[config.mk]
export PLATFORM = sky130hd
export DESIGN_NAME = branch_pc_unit
export DESIGN_NICKNAME = d
export VERILOG_FILES = /design/src/rtl/bpu_pkg.sv /design/src/rtl/bpu_cond_eval.sv /design/src/rtl/bpu_target_calc.sv /design/src/rtl/bpu_pcrel_agen.sv /design/src/rtl/branch_pc_unit.sv
export SDC_FILE = /design/constraint.sdc
export NUM_CORES = 1
export LEC_CHECK = 0
export BUFFER_PORTS_ARGS = -buffer_cell sky130_fd_sc_hd__buf_2
export CORE_MARGIN = 4
export CORE_UTILIZATION = 55
export CTS_BUF_LIST = sky130_fd_sc_hd__clkbuf_4 sky130_fd_sc_hd__clkbuf_8 sky130_fd_sc_hd__clkbuf_16
export CTS_CLUSTER_DIAMETER = 40
export CTS_CLUSTER_SIZE = 8
export DETAILED_ROUTE_END_ITERATION = 6
export PLACE_DENSITY_LB_ADDON = 0.3
export SLEW_MARGIN = 0
export SYNTH_ARGS = -nofsm -noshare
export SYNTH_HDL_FRONTEND = slang
export SYNTH_SLANG_ARGS = --single-unit
[constraint.sdc]
create_clock -name clk -period 5.15 [get_ports clk]
set_input_delay 1.03 -clock clk [delete_from_list [all_inputs] [get_ports clk]]
set_output_delay 1.03 -clock clk [all_outputs]
set_load 0.02 [all_outputs]
[src/rtl/bpu_pkg.sv]
package bpu_pkg;

  localparam int INSTR_W     = 32;
  localparam int PIPE_AHEAD  = 8;
  localparam int INSTR_BYTES = 4;
  localparam int COND_W      = 4;

  localparam logic [2:0] BR_CLASS = 3'b101;
  localparam logic [1:0] LS_CLASS = 2'b01;
  localparam logic [3:0] PC_REG   = 4'd15;

  typedef enum logic [COND_W-1:0] {
    PRED_EQ = 4'h0, PRED_NE = 4'h1, PRED_CS = 4'h2, PRED_CC = 4'h3,
    PRED_MI = 4'h4, PRED_PL = 4'h5, PRED_VS = 4'h6, PRED_VC = 4'h7,
    PRED_HI = 4'h8, PRED_LS = 4'h9, PRED_GE = 4'hA, PRED_LT = 4'hB,
    PRED_GT = 4'hC, PRED_LE = 4'hD, PRED_AL = 4'hE, PRED_NV = 4'hF
  } pred_e;

  typedef struct packed {
    logic n;
    logic z;
    logic c;
    logic v;
  } flags_t;

endpackage

[src/rtl/bpu_cond_eval.sv]
module bpu_cond_eval
  import bpu_pkg::*;
(
  input  pred_e  pred_i,
  input  flags_t flags_i,
  output logic   pass_o
);

  logic sign_ok;
  assign sign_ok = (flags_i.n == flags_i.v);

  always_comb begin
    pass_o = 1'b0;
    case (pred_i)
      PRED_EQ: pass_o =  flags_i.z;
      PRED_NE: pass_o = !flags_i.z;
      PRED_CS: pass_o =  flags_i.c;
      PRED_CC: pass_o = !flags_i.c;
      PRED_MI: pass_o =  flags_i.n;
      PRED_PL: pass_o = !flags_i.n;
      PRED_VS: pass_o =  flags_i.v;
      PRED_VC: pass_o = !flags_i.v;
      PRED_HI: pass_o =  flags_i.c && !flags_i.z;
      PRED_LS: pass_o = !flags_i.c ||  flags_i.z;
      PRED_GE: pass_o =  sign_ok;
      PRED_LT: pass_o = !sign_ok;
      PRED_GT: pass_o = !flags_i.z &&  sign_ok;
      PRED_LE: pass_o =  flags_i.z || !sign_ok;
      PRED_AL: pass_o = 1'b1;
      PRED_NV: pass_o = 1'b0;
      default: pass_o = 1'b0;
    endcase
  end

endmodule

[src/rtl/bpu_target_calc.sv]
module bpu_target_calc
  import bpu_pkg::*;
#(
  parameter int ADDR_W = 32,
  parameter int OFF_W  = 24
) (
  input  logic [ADDR_W-1:0] pc_i,
  input  logic [OFF_W-1:0]  offset_i,
  output logic [ADDR_W-1:0] target_o,
  output logic [ADDR_W-1:0] seq_o
);

  localparam int                EXT_W = ADDR_W - OFF_W - 2;
  localparam logic [ADDR_W-1:0] AHEAD = ADDR_W'(PIPE_AHEAD);
  localparam logic [ADDR_W-1:0] STEP  = ADDR_W'(INSTR_BYTES);

  logic [ADDR_W-1:0] byte_off;

  generate
    if (EXT_W > 0) begin : g_ext
      assign byte_off = {{EXT_W{offset_i[OFF_W-1]}}, offset_i, 2'b00};
    end else begin : g_trunc
      assign byte_off = ADDR_W'({offset_i, 2'b00});
    end
  endgenerate

  assign target_o = pc_i + AHEAD + byte_off;
  assign seq_o    = pc_i + STEP;

endmodule

[src/rtl/bpu_pcrel_agen.sv]
module bpu_pcrel_agen
  import bpu_pkg::*;
#(
  parameter int ADDR_W = 32,
  parameter int IMM_W  = 12
) (
  input  logic [ADDR_W-1:0] pc_i,
  input  logic [IMM_W-1:0]  imm_i,
  input  logic              up_i,
  output logic [ADDR_W-1:0] addr_o
);

  localparam logic [ADDR_W-1:0] AHEAD = ADDR_W'(PIPE_AHEAD);

  logic [ADDR_W-1:0] base;
  logic [ADDR_W-1:0] imm_ext;

  assign base    = pc_i + AHEAD;
  assign imm_ext = ADDR_W'(imm_i);
  assign addr_o  = up_i ? (base + imm_ext) : (base - imm_ext);

endmodule

[src/rtl/branch_pc_unit.sv]
module branch_pc_unit
  import bpu_pkg::*;
#(
  parameter int ADDR_W = 32,
  parameter int OFF_W  = 24,
  parameter int IMM_W  = 12
) (
  input  logic              clk,
  input  logic              rst,
  input  logic              valid_i,
  input  logic [31:0]       instr_i,
  input  logic [ADDR_W-1:0] pc_i,
  input  logic              flag_n_i,
  input  logic              flag_z_i,
  input  logic              flag_c_i,
  input  logic              flag_v_i,
  output logic              out_valid_o,
  output logic              cond_pass_o,
  output logic              br_taken_o,
  output logic [ADDR_W-1:0] next_pc_o,
  output logic              link_we_o,
  output logic [ADDR_W-1:0] link_val_o,
  output logic              pcrel_valid_o,
  output logic [ADDR_W-1:0] pcrel_addr_o
);

  localparam int COND_LSB = INSTR_W - COND_W;
  localparam int LINK_BIT = OFF_W;
  localparam int UP_BIT   = 23;
  localparam int LOAD_BIT = 20;
  localparam int RN_LSB   = 16;

  flags_t            flags;
  pred_e             pred;
  logic              pass;
  logic              is_branch;
  logic              is_pcrel;
  logic              take;
  logic [ADDR_W-1:0] target;
  logic [ADDR_W-1:0] seq_pc;
  logic [ADDR_W-1:0] ld_addr;

  assign flags     = '{n: flag_n_i, z: flag_z_i, c: flag_c_i, v: flag_v_i};
  assign pred      = pred_e'(instr_i[INSTR_W-1:COND_LSB]);
  assign is_branch = (instr_i[27:25] == BR_CLASS);
  assign is_pcrel  = (instr_i[27:26] == LS_CLASS) && !instr_i[25]
                     && instr_i[LOAD_BIT] && (instr_i[RN_LSB+3:RN_LSB] == PC_REG);
  assign take      = valid_i && pass && is_branch;

  bpu_cond_eval u_cond (
    .pred_i  (pred),
    .flags_i (flags),
    .pass_o  (pass)
  );

  bpu_target_calc #(
    .ADDR_W (ADDR_W),
    .OFF_W  (OFF_W)
  ) u_target (
    .pc_i     (pc_i),
    .offset_i (instr_i[OFF_W-1:0]),
    .target_o (target),
    .seq_o    (seq_pc)
  );

  bpu_pcrel_agen #(
    .ADDR_W (ADDR_W),
    .IMM_W  (IMM_W)
  ) u_agen (
    .pc_i   (pc_i),
    .imm_i  (instr_i[IMM_W-1:0]),
    .up_i   (instr_i[UP_BIT]),
    .addr_o (ld_addr)
  );

  always_ff @(posedge clk) begin
    if (rst) begin
      out_valid_o   <= 1'b0;
      cond_pass_o   <= 1'b0;
      br_taken_o    <= 1'b0;
      next_pc_o     <= '0;
      link_we_o     <= 1'b0;
      link_val_o    <= '0;
      pcrel_valid_o <= 1'b0;
      pcrel_addr_o  <= '0;
    end else begin
      out_valid_o   <= valid_i;
      cond_pass_o   <= valid_i && pass;
      br_taken_o    <= take;
      next_pc_o     <= take ? target : seq_pc;
      link_we_o     <= take && instr_i[LINK_BIT];
      link_val_o    <= seq_pc;
      pcrel_valid_o <= valid_i && pass && is_pcrel;
      pcrel_addr_o  <= ld_addr;
    end
  end


  taken_needs_valid_chk: assert property (@(posedge clk) disable iff (rst)
    br_taken_o |-> out_valid_o);


  idle_in_idle_out_chk: assert property (@(posedge clk) disable iff (rst)
    !valid_i |=> (!out_valid_o && !br_taken_o && !link_we_o && !pcrel_valid_o));


  link_implies_taken_chk: assert property (@(posedge clk) disable iff (rst)
    link_we_o |-> br_taken_o);


  link_value_chk: assert property (@(posedge clk) disable iff (rst)
    link_we_o |-> (link_val_o == $past(pc_i) + ADDR_W'(INSTR_BYTES)));


  seq_step_chk: assert property (@(posedge clk) disable iff (rst)
    (out_valid_o && !br_taken_o) |-> (next_pc_o == $past(pc_i) + ADDR_W'(INSTR_BYTES)));


  always_pass_chk: assert property (@(posedge clk) disable iff (rst)
    (valid_i && instr_i[31:28] == 4'hE) |=> cond_pass_o);


  never_pass_chk: assert property (@(posedge clk) disable iff (rst)
    (valid_i && instr_i[31:28] == 4'hF) |=> (!cond_pass_o && !br_taken_o && !pcrel_valid_o));

endmodule

Word level (Yosys, flattened, before mapping)
Index checks and enable logic that the tools add are counted.
{"block": "totals", "ff_bits": 101, "inputBits": 71}
{"block": "classes", "addsub": 5, "eq_ne": 19, "mux": 3, "n_reduce_logical": 18}
{"cell": "2-to-1 mux 32 bit", "count": 2}
{"cell": "equality test 4 bit (second input constant)", "count": 9}
{"cell": "adder 32 x 12 -> 32 bit", "count": 1}
{"cell": "adder 32 x 3 -> 32 bit (second input constant)", "count": 1}
{"cell": "adder 32 bit", "count": 1}
{"cell": "adder 32 x 4 -> 32 bit (second input constant)", "count": 1}
{"cell": "subtractor 32 x 12 -> 32 bit", "count": 1}
{"cell": "equality test 4 x 3 -> 1 bit (second input constant)", "count": 4}
{"cell": "case mux 1 bit (16 select lines)", "count": 1}
{"cell": "logical AND 1 bit", "count": 9}
{"cell": "equality test 4 x 2 -> 1 bit (second input constant)", "count": 2}
{"cell": "zero test 1 bit", "count": 6}
{"cell": "equality test 4 x 1 -> 1 bit (second input constant)", "count": 1}
{"cell": "zero test 4 bit", "count": 1}
{"cell": "equality test 3 bit (second input constant)", "count": 1}
{"cell": "equality test 2 x 1 -> 1 bit (second input constant)", "count": 1}
{"cell": "logical OR 1 bit", "count": 2}
{"cell": "equality test 1 bit", "count": 1}

Depth between registers and ports, before layout
Gate-level depths: netlist (run 1).
{"block": "logic_depth", "word_depth": 7, "mapped_depth": 17}

By module
Synthesis (run 1) repeated with hierarchy kept, for this count alone.
{"block": "unflattened", "cells_unflattened": 948, "hier_area_um2": 8170.3}
{"mod": "branch_pc_unit", "instances": 1, "cells_per_inst": 222, "area_per_inst_um2": 2874.0, "seq_area_each_um2": 2021.9}
{"mod": "bpu_pcrel_agen", "instances": 1, "cells_per_inst": 371, "area_per_inst_um2": 2591.2, "seq_area_each_um2": 0.0}
{"mod": "bpu_target_calc", "instances": 1, "cells_per_inst": 332, "area_per_inst_um2": 2549.9, "seq_area_each_um2": 0.0}
{"mod": "bpu_cond_eval", "instances": 1, "cells_per_inst": 23, "area_per_inst_um2": 155.1, "seq_area_each_um2": 0.0}

Least setup slack after synthesis (run 1)
No wires, ideal clock.
{"block": "synth_path", "path_kind": "input port to flip-flop", "startpoint": "in pc_i[15]", "endpoint": "reg next_pc_o[31]", "arrival_time_ps": 4419, "required_ps": 5033, "path_slack_ps": 614, "stages": 15, "path_cell_list": "buf_2 -> nand4_1 -> nor3_1 -> nand3_1 -> or3_1 -> xnor2_1 -> ha_1 -> a21o_1 -> a211o_1 -> nor4_1 -> nor3_2 -> a211o_1 -> o41a_1 -> xnor2_1 -> a22o_1"}
{"block": "synth_via", "elab_chain_len": 3, "elab_cells_between_ends": 4, "cone_classes": "add/sub (3); mux (1)"}
{"element": "start, declared", "line_no": "branch_pc_unit.sv:12", "text": "input logic [ADDR_W-1:0] pc_i,"}
{"element": "adder 32 x 4 -> 32 bit", "line_no": "bpu_target_calc.sv:27", "text": "assign target_o = pc_i + AHEAD + byte_off;"}
{"element": "adder 32 bit", "line_no": "bpu_target_calc.sv:27"}
{"element": "2-to-1 mux 32 bit (*)", "line_no": "branch_pc_unit.sv:90", "text": "next_pc_o <= take ? target : seq_pc;"}
{"element": "end signal, assigned", "line_no": "branch_pc_unit.sv:90"}
{"element": "end, declared", "line_no": "branch_pc_unit.sv:20", "text": "output logic [ADDR_W-1:0] next_pc_o,"}
Mark *: on every way between the ends. The rest lies on a longest branch, timed or not.
A chain may end at the register's enable or synchronous reset.

Worst setup path after layout (run 1)
{"block": "layout_path", "startpoint": "in pc_i[12]", "endpoint": "reg next_pc_o[31]"}
The elaborated chain is that of the path after synthesis.

==> run metrics, run 1 <==
status complete, no violations; total number of yosys warnings 0; total grt overflow 0; area of the multi-input gates 4810 um2; total core area around 13000 um2; Clock power frac 27.5%; Setup WS pre-CTS 0.225 ns; Synth Area in XOR/XNOR 14.0%; Post-route DRC 0; Max IR drop VDD 0.000226 V; CP max stage delay between 0.3 and 0.4 ns; Final Hold Fails 0; layout cells sized above 1 21.2%; static leakage 3.85 nW; Sw Pwr ~800 uW; final period utilization between 80% and 90%; TritonCTS clock tree done; Pint approximately 1.5 mW; Worst Path Arrival between 4 and 5 ns; CTS buffer count 9; CTS max path bufs 2; FP Rows 41; I/O Buffers 171; H-tree lvl count 3; Slew HR between 50% and 60%; synthesized net count 984; Vias about 6700; Synth Flop Type dfxtp_1; setup violators final 0; Post-CTS Setup Repair Bufs 0; Reg area 1980 um2; Vias/cell 5.69; All-Layer GR Usage 27.1%; antenna viol nets, final 0; vias in the first global route ~6400; crit-path max FO 8; Netlist cell types 68; Placer Congestion 0.985; TNS Setup 0 ns; Hold Crit Class in -> reg; antenna violations before repair 4; chip width 121 um; Cell Pwr Density 278 nW/um2; mux contribution to synthesized area 0.944%; post-synthesis async set-or-reset flop share 0%; combinational share of power 35.4%; Max-Cap Viols 0; crit path kind in -> reg; switching share of power 34.7%; worst path cell trace buf_2 > nand3_1 > nor3_1 > nand3_1 > or3_1 > xnor2_1 > ha_1 > a21o_1 > a211o_1 > nor4_1 > nor3_2 > a211o_1 > o41a_1 > xnor2_1 > a22o_1; clk sinks 99; Post-Syn Area per Cell 8.33 um2; Adder-Cell Fraction of Synth Area 12.7%; fin. max-slew vios 0; CTS resizes 0; slowest stage cell, crit path or3_1; Worst-Margin Slew 0.668 ns; post-synthesis compound-gate area fraction around a fifth; Worst Setup End Kind flip-flop; initial core utilization a little under three fifths; DP HPWL 16000 um; I/O pin count 172; Post-synth EDFFs 0; Worst Path Required 5.39 ns; FF+latch count, synth 99; Die Y around 120 um; final setup margin ~0.53 ns; Max Freq 216 MHz; RSZ-0062 raised after global routing false; WL per Instance 16.8 um; largest net degree at the start of global routing 60; Syn-to-layout area delta 17.9%; cts hold-fix bufs 0; die area between 10000 and 15000 um2; Total Wirelength 19800 um; post-layout minimum cycle time 4.62 ns; Nets 1142; first-pass GRT wire length between 30000 and 40000 um; main combinational cell family by area after synthesis compound AO/OA/AOI/OAI gates; fill cell count 1129; Mapped Cells 843; Simple-Gate Fraction of Synth Area 20.1%; CP Launch Type primary input; sequential element share of the synthesized area 28.2%; clock-pin slew on the worst setup and hold paths 0.07 ns; Clock Tree Root clkbuf_16; sequential cell fraction of total power a little under two fifths; DRC marker count from the first detailed-route iteration 603; drt pass-1 iters 5; Synth Cell Area between 7000 and 8000 um2
[worst max-delay path, delay by kind of cell]
kind | cells | cell delay [ns]
AO/OA/AOI/OAI | 5 | 1.36
XOR/XNOR | 2 | 0.41
adder cells (fa/ha/maj) | 1 | 0.34
buffers and inverters | 1 | 0.18
AND/OR/NAND/NOR | 6 | 1.53
[metal layers]
| metal | vias to the layer above | wire length [um] | track usage (%) |
|---|---|---|---|
| met5 | - | 15 | 0 |
| met4 | 4 | 772 | 12.5 |
| met3 | 49 | 1460 | 6.11 |
| met2 | 244 | 9590 | 47.1 |
| met1 | 3075 | 8000 | 31.5 |
| li1 | 3337 | - | - |
[kinds of logic after synthesis]
logic type / count (synthesis)
compound gates: 224
xor+xnor: 112
fa+ha+maj: 70
buf+inv: 52
flops: 99
mux: 5
simple gates: 281
[stage by stage]
step                area (um2)  std cells  power [mW]  hold slack [ns]  util, %
floorplan                 7020        843        1.45             1.15        -
global placement          8000       1162        1.68             1.24     63.6
detailed placement        8000       1162        1.68             1.24     63.6
CTS                       8270       1177        2.31            0.870     65.8
global route              8280       1178        2.43            0.867     65.9
finish                    8280       1179        2.30            0.875     65.9
[layout by cell type (no fill, tap or decap), types with 4 or more instances in the layout]
cell / count
buf_2: 171
nor2_1: 101
dfxtp_1: 99
a21oi_1: 77
ha_1: 68
xnor2_1: 58
xor2_1: 54
nand2_1: 49
nand3_1: 32
o21ai_0: 32
a21o_1: 27
inv_1: 19
o22a_1: 17
or3_1: 15
nor3_1: 13
nand4_1: 12
nor2b_1: 12
a22o_1: 9
clkbuf_16: 9
buf_4: 9
o21a_1: 8
nand2b_1: 7
and3_1: 7
and2_1: 7
a31oi_1: 7
o21bai_1: 6
a211o_1: 6
o211ai_1: 5
nand4b_1: 5
and4_1: 4
o31ai_1: 4
a211oi_1: 4
[power groups by stage]
stage          combinational [mW]  clock (mW)  sequential, mW
3_5_place_dp                0.807           0           0.872
3_3_place_gp                0.807           0           0.872
2_1_floorplan               0.484           0           0.970
5_1_grt                     0.894       0.673           0.861
4_1_cts                     0.815       0.642           0.856
6_report                    0.814       0.634           0.854
[registers in the layout, summed over array words and instances, names as in the netlist]
register / flops
next_pc_o: 32
pcrel_addr_o: 32
link_val_o: 30
br_taken_o: 1
cond_pass_o: 1
link_we_o: 1
out_valid_o: 1
pcrel_valid_o: 1
[final timing paths]
check / startpoint / endpoint / cells after the start
max: pc_i[12] / next_pc_o[31] / 15
min: instr_i[24] / link_we_o / 2
[synthesized netlist by cell type (all sizes together) (5+ instances only)]
library cell | n | area (um2)
a21oi | 78 | 394
o211ai | 5 | 37.5
a211o | 6 | 52.6
and2 | 7 | 43.8
nand4b | 5 | 43.8
a31oi | 7 | 43.8
nor2 | 103 | 402
o21ai | 35 | 175
buf | 16 | 100
nand2b | 7 | 43.8
nor3 | 14 | 75.1
dfxtp | 99 | 1980
ha | 68 | 851
a21o | 28 | 211
inv | 19 | 71.3
o22a | 17 | 149
o21bai | 6 | 45.0
nor2b | 12 | 75.1
or3 | 16 | 105
xnor2 | 58 | 508
xor2 | 54 | 473
nand2 | 49 | 184
and4 | 5 | 45.0
clkbuf | 17 | 63.8
nand3 | 33 | 170
a22o | 9 | 78.8
nand4 | 14 | 109
and3 | 7 | 43.8
o21a | 8 | 60.1
[cell type report]
cell class | count | area share (%)
Clock buffer | 10 | 2.89
Antenna cell | 2 | 0.0605
Clock inverter | 5 | 0.453
Timing Repair Buffer | 180 | 11.2
Tap cell | 172 | 2.60
Multi-Input combinational cell | 692 | 58.0
Sequential cell | 99 | 23.9
Inverter | 19 | 0.861
No activity file was read; power rests on OpenSTA's default activity.
==> inputs of run 2 (changes only) <==
Settings changed: REMOVE_ABC_BUFFERS set to 1.
==> run 2 against run 1 <==
  * Combinational power is essentially flat
  * Sequential share of layout area shrank 0.12 points
  * Critical path type unchanged
  * Worst setup slack worse by 0.13 ns
  * Clock power about the same
  * Critical endpoint unchanged
  * Die area unchanged
  * Hold slack worse by 0.0041 ns
  * Critical path depth unchanged
  * Non-clock buffer count rose by 6
  * First-iteration DRC count shrank 23%
==> run metrics, run 2 (synthesis results as in run 1) <==
DRC marker count from the first detailed-route iteration 464; crit-path max FO 7; Pint ~1.5 mW; most frequent cells in the layout 171 x buf_2, 101 x nor2_1, 99 x dfxtp_1, 77 x a21oi_1, 68 x ha_1; Max IR drop VDD 0.000163 V; antenna violations before repair 3; final design utilization 66.2%; total core area 12600 um2; static leakage 3.88 nW; vias in the first global route approximately 6200; die area 14600 um2; clk sinks between 90 and 100; Sw Pwr 798 uW; CP Launch Type primary input; largest net degree at the start of global routing 44; Ant. Diodes 0; initial core utilization 55.9%; Hold Crit Start instr_i[24]; Worst-Margin Slew a little over 0.9 ns; DP HPWL 15600 um; Final Hold Fails 0; Clock Tree Root clkbuf_16; setup violators final 0; Post-route DRC 0; Crit. Startpoint pc_i[15]; fin. max-slew vios 0; crit path kind in -> reg; Max-Cap Viols 0; Worst Setup End Kind flip-flop; switching share of power between 30 and 40%; Die Y 121 um; sequential cell fraction of total power 37.1%; H-tree lvl count 3; layout cells sized above 1 between 20% and 30%; Clock power frac 27.5%; antenna viol nets, final 0; FP Rows 41; post-layout minimum cycle time 4.75 ns; Hold Crit Class in -> reg; combinational share of power 35.4%; chip width 121 um; All-Layer GR Usage 26.3%; top flop regs next_pc_o x32, pcrel_addr_o x32, link_val_o x30; WL per Instance 16.4 um; first-pass GRT wire length 30700 um; TritonCTS clock tree done; drt pass-1 iters 5; CTS buffer count 9; CTS resizes 0; Worst Path Arrival 5.01 ns; Post-CTS Setup Repair Bufs 0; Placer Congestion 0.948; CTS max path bufs 2; Vias/cell 5.66; final period utilization ~92%; Total Wirelength roughly 19000 um; Syn-to-layout area delta 18.5%; total grt overflow 0; Nets 1148; I/O pin count 172; Cell Pwr Density 277 nW/um2; I/O Buffers between 150 and 200; Max Freq about 210 MHz; TNS Setup 0 ns; clock-pin slew on the worst setup and hold paths around 0.060 ns; most common library cell in the layout ignoring fill and taps buf_2; status complete, no violations; cts hold-fix bufs 0; Worst Path Required between 5 and 6 ns; Vias 6696; Slew HR 39.1%; RSZ-0062 raised after global routing false; overall power 2.30 mW
## run 2: cell count changes in the layout (fill, tap and decap cells not counted)
cell,change
clkinv_2,+2
buf_4,+6
diode_2,-2
clkinvlp_4,-1
## run 2: final timing paths
kind | end | slack, ns | cells after the start
setup / recovery | next_pc_o[31] | 0.40 | 15
hold / removal | link_we_o | 0.87 | 2
## run 2: power by group through the flow
stage	clock network [mW]	registers [mW]	logic [mW]
2_1_floorplan	0	0.971	0.461
4_1_cts	0.650	0.855	0.814
5_1_grt	0.682	0.861	0.895
3_3_place_gp	0	0.871	0.806
3_5_place_dp	0	0.871	0.807
6_report	0.634	0.854	0.817
## run 2: metrics by stage
step	hold slack, ns	std cells	setup slack (ns)	cell area, um2
floorplan	1.10	810	0.782	6860
global placement	1.23	1168	0.224	8040
detailed placement	1.24	1168	0.0533	8040
CTS	0.867	1184	0.427	8320
global route	0.890	1184	0.130	8320
finish	0.871	1184	0.396	8320
## run 2: layer usage
| metal | vias up | wire, um | GRT usage [%] |
|---|---|---|---|
| met2 | 239 | 9210 | 44.4 |
| met3 | 42 | 1410 | 6.01 |
| met1 | 3058 | 8170 | 31.9 |
| met4 | 6 | 591 | 12.0 |
| li1 | 3351 | - | - |
| met5 | - | 35 | 0 |
## run 2: area by class of cell
type | count | area (um2)
clock buffers | 10 | 239
clock inverters | 6 | 40.0
fillers | 1141 | 4250
inverters | 19 | 71.3
multi-input cells | 692 | 4810
flip-flops and latches | 99 | 1980
well taps | 172 | 215
repair buffers | 186 | 968
## run 2: critical path: stages
cell and delay [ns]:
buf_2 0.16, nand4_1 0.22, nor3_1 0.32, nand3_1 0.19, or3_1 0.39, xnor2_1 0.24
ha_1 0.33, a21o_1 0.20, a211o_1 0.32, nor4_1 0.45, nor3_2 0.14, a211o_1 0.31
o41a_1 0.33, xnor2_1 0.14, a22o_1 0.22
==> inputs of run 3 (changes only) <==
Settings changed: CORE_UTILIZATION 55 to 56, CTS_BUF_LIST sky130_fd_sc_hd__clkbuf_4 sky130_fd_sc_hd__clkbuf_8 sky130_fd_sc_hd__clkbuf_16 to sky130_fd_sc_hd__clkbuf_4.
==> run 3 against run 2 <==
  * Highest routed layer is now met4
  * Largest power group unchanged
  * Count of clock-buffer cells in the layout grew 1
  * Via count is the same
  * Critical path depth unchanged
  * Combinational power barely moved
  * Power shrank 7.6%
  * Fmax grew 6.6%
==> run metrics, run 3 (synthesis results as in run 1) <==
status complete, no violations; Total Wirelength approximately 19000 um; final setup margin 0.691 ns; Post-route DRC 0; Worst-Margin Slew slightly below 0.8 ns; combinational share of power roughly 39%; clock-pin slew on the worst setup and hold paths 0.14 ns; Setup WS pre-CTS between 0.2 and 0.25 ns; vias in the first global route around 6400; antenna violations before repair 1; die area roughly 14000 um2; CP Launch Type primary input; I/O pin count 172; hold-critical path depth 2; H-tree lvl count 3; sequential cell fraction of total power 40.1%; Hold Path Sink link_we_o; Clock power frac 21.4%; DRC marker count from the first detailed-route iteration 495; total grt overflow 0; FP Rows 40; initial core utilization 57.7%; CTS max path bufs 2; Cell Pwr Density 261 nW/um2; Clock Tree Root clkbuf_4; Nets around 1100; fin. max-slew vios 0; cts hold-fix bufs 0; TNS Setup 0 ns; All-Layer GR Usage 26.9%; Final Hold Fails 0; Post-CTS Setup Repair Bufs 0; I/O Buffers 171; drt pass-1 iters 6; clk sinks 99; switching share of power 35.6%; Reg area 1980 um2; DP HPWL 15800 um; Worst Path Arrival 4.85 ns; Slew HR a little under half; overall power 2.13 mW; static leakage 3.81 nW; most common library cell in the layout ignoring fill and taps buf_2; Worst Path Required 5.54 ns; setup violators final 0; Ant. Diodes 0; antenna viol nets, final 0; RSZ-0062 raised after global routing false; TritonCTS clock tree done; Pint 1.37 mW; Placer Congestion 0.978; Max-Cap Viols 0; Sw Pwr 759 uW; Hold Crit Class in -> reg; final period utilization roughly 87%; Hold Crit Start instr_i[24]; CTS resizes 0; chip width 120 um; post-layout minimum cycle time 4.46 ns; Max IR drop VDD ~0.00019 V; CTS buffer count 9; largest net degree at the start of global routing 39; crit-path max FO 6; top flop regs next_pc_o x32, pcrel_addr_o x32, link_val_o x30; most frequent cells in the layout 171 x buf_2, 101 x nor2_1, 99 x dfxtp_1, 77 x a21oi_1, 68 x ha_1; WL per Instance 16.5 um; Die Y between 100 and 150 um; Vias between 6000 and 7000; fill cell count 1086; crit path kind in -> reg; Syn-to-layout area delta 16.2%; layout cells sized above 1 a little over a fifth; area of the multi-input gates 4810 um2; Worst Setup End Kind flip-flop; total core area 12200 um2; first-pass GRT wire length 31200 um; Max Freq 224 MHz; Vias/cell 5.70
## run 3: worst max-delay path by stage
stage                   from             to  slack (ns)
detailed placement   pc_i[4]  next_pc_o[31]        0.24
global placement    pc_i[15]  next_pc_o[31]        0.31
floorplan           pc_i[16]  next_pc_o[31]        0.78
finish               pc_i[4]  next_pc_o[31]        0.69
CTS                  pc_i[4]  next_pc_o[31]        0.76
global route         pc_i[4]  next_pc_o[31]        0.43
## run 3: power groups by stage
stage                     registers [mW]  clock network [mW]  logic [mW]
after global placement             0.871                   0       0.812
after floorplan                    0.971                   0       0.461
after CTS                          0.856               0.468       0.818
final                              0.854               0.456       0.819
after global routing               0.863               0.493       0.903
after detailed placement           0.873                   0       0.812
## run 3: metal layers
metal  up-vias  global-route usage (%)  share of wire [%]  routed length [um]
li1       3338                       -                  -                   -
met1      3061                    31.5                 41                7870
met2       249                    46.2                 48                9390
met3        48                    7.96                8.1                1570
met4         0                    10.6                3.0                 580
met5         -                       0                  0                   0
## run 3: through the flow
step                hold slack, ns  instance area (um2)  util (%)  instances
floorplan                     1.10                 6860         -        810
global placement              1.23                 8000      65.8       1159
detailed placement            1.24                 8000      65.8       1159
CTS                          0.696                 8160      67.1       1175
global route                 0.690                 8160      67.1       1175
finish                       0.726                 8160      67.1       1175
## run 3: critical path, stage by stage
cell and delay (ns):
buf_2 0.14, ha_1 0.28, nand4_1 0.22, or3_4 0.47, nor2_4 0.16, nand3_2 0.16
xnor2_1 0.31, ha_1 0.33, a211o_1 0.30, nor4_1 0.34, nor3_2 0.13, a211o_1 0.30
o41a_1 0.32, xnor2_1 0.13, a22o_1 0.22
## run 3: final cells by class
class / instances / share of cell area [%]
flip-flops and latches: 99 / 24.3
clock inverters: 5 / 0.951
clock buffers: 11 / 1.01
well taps: 168 / 2.58
multi-input cells: 692 / 58.9
repair buffers: 181 / 11.4
inverters: 19 / 0.874
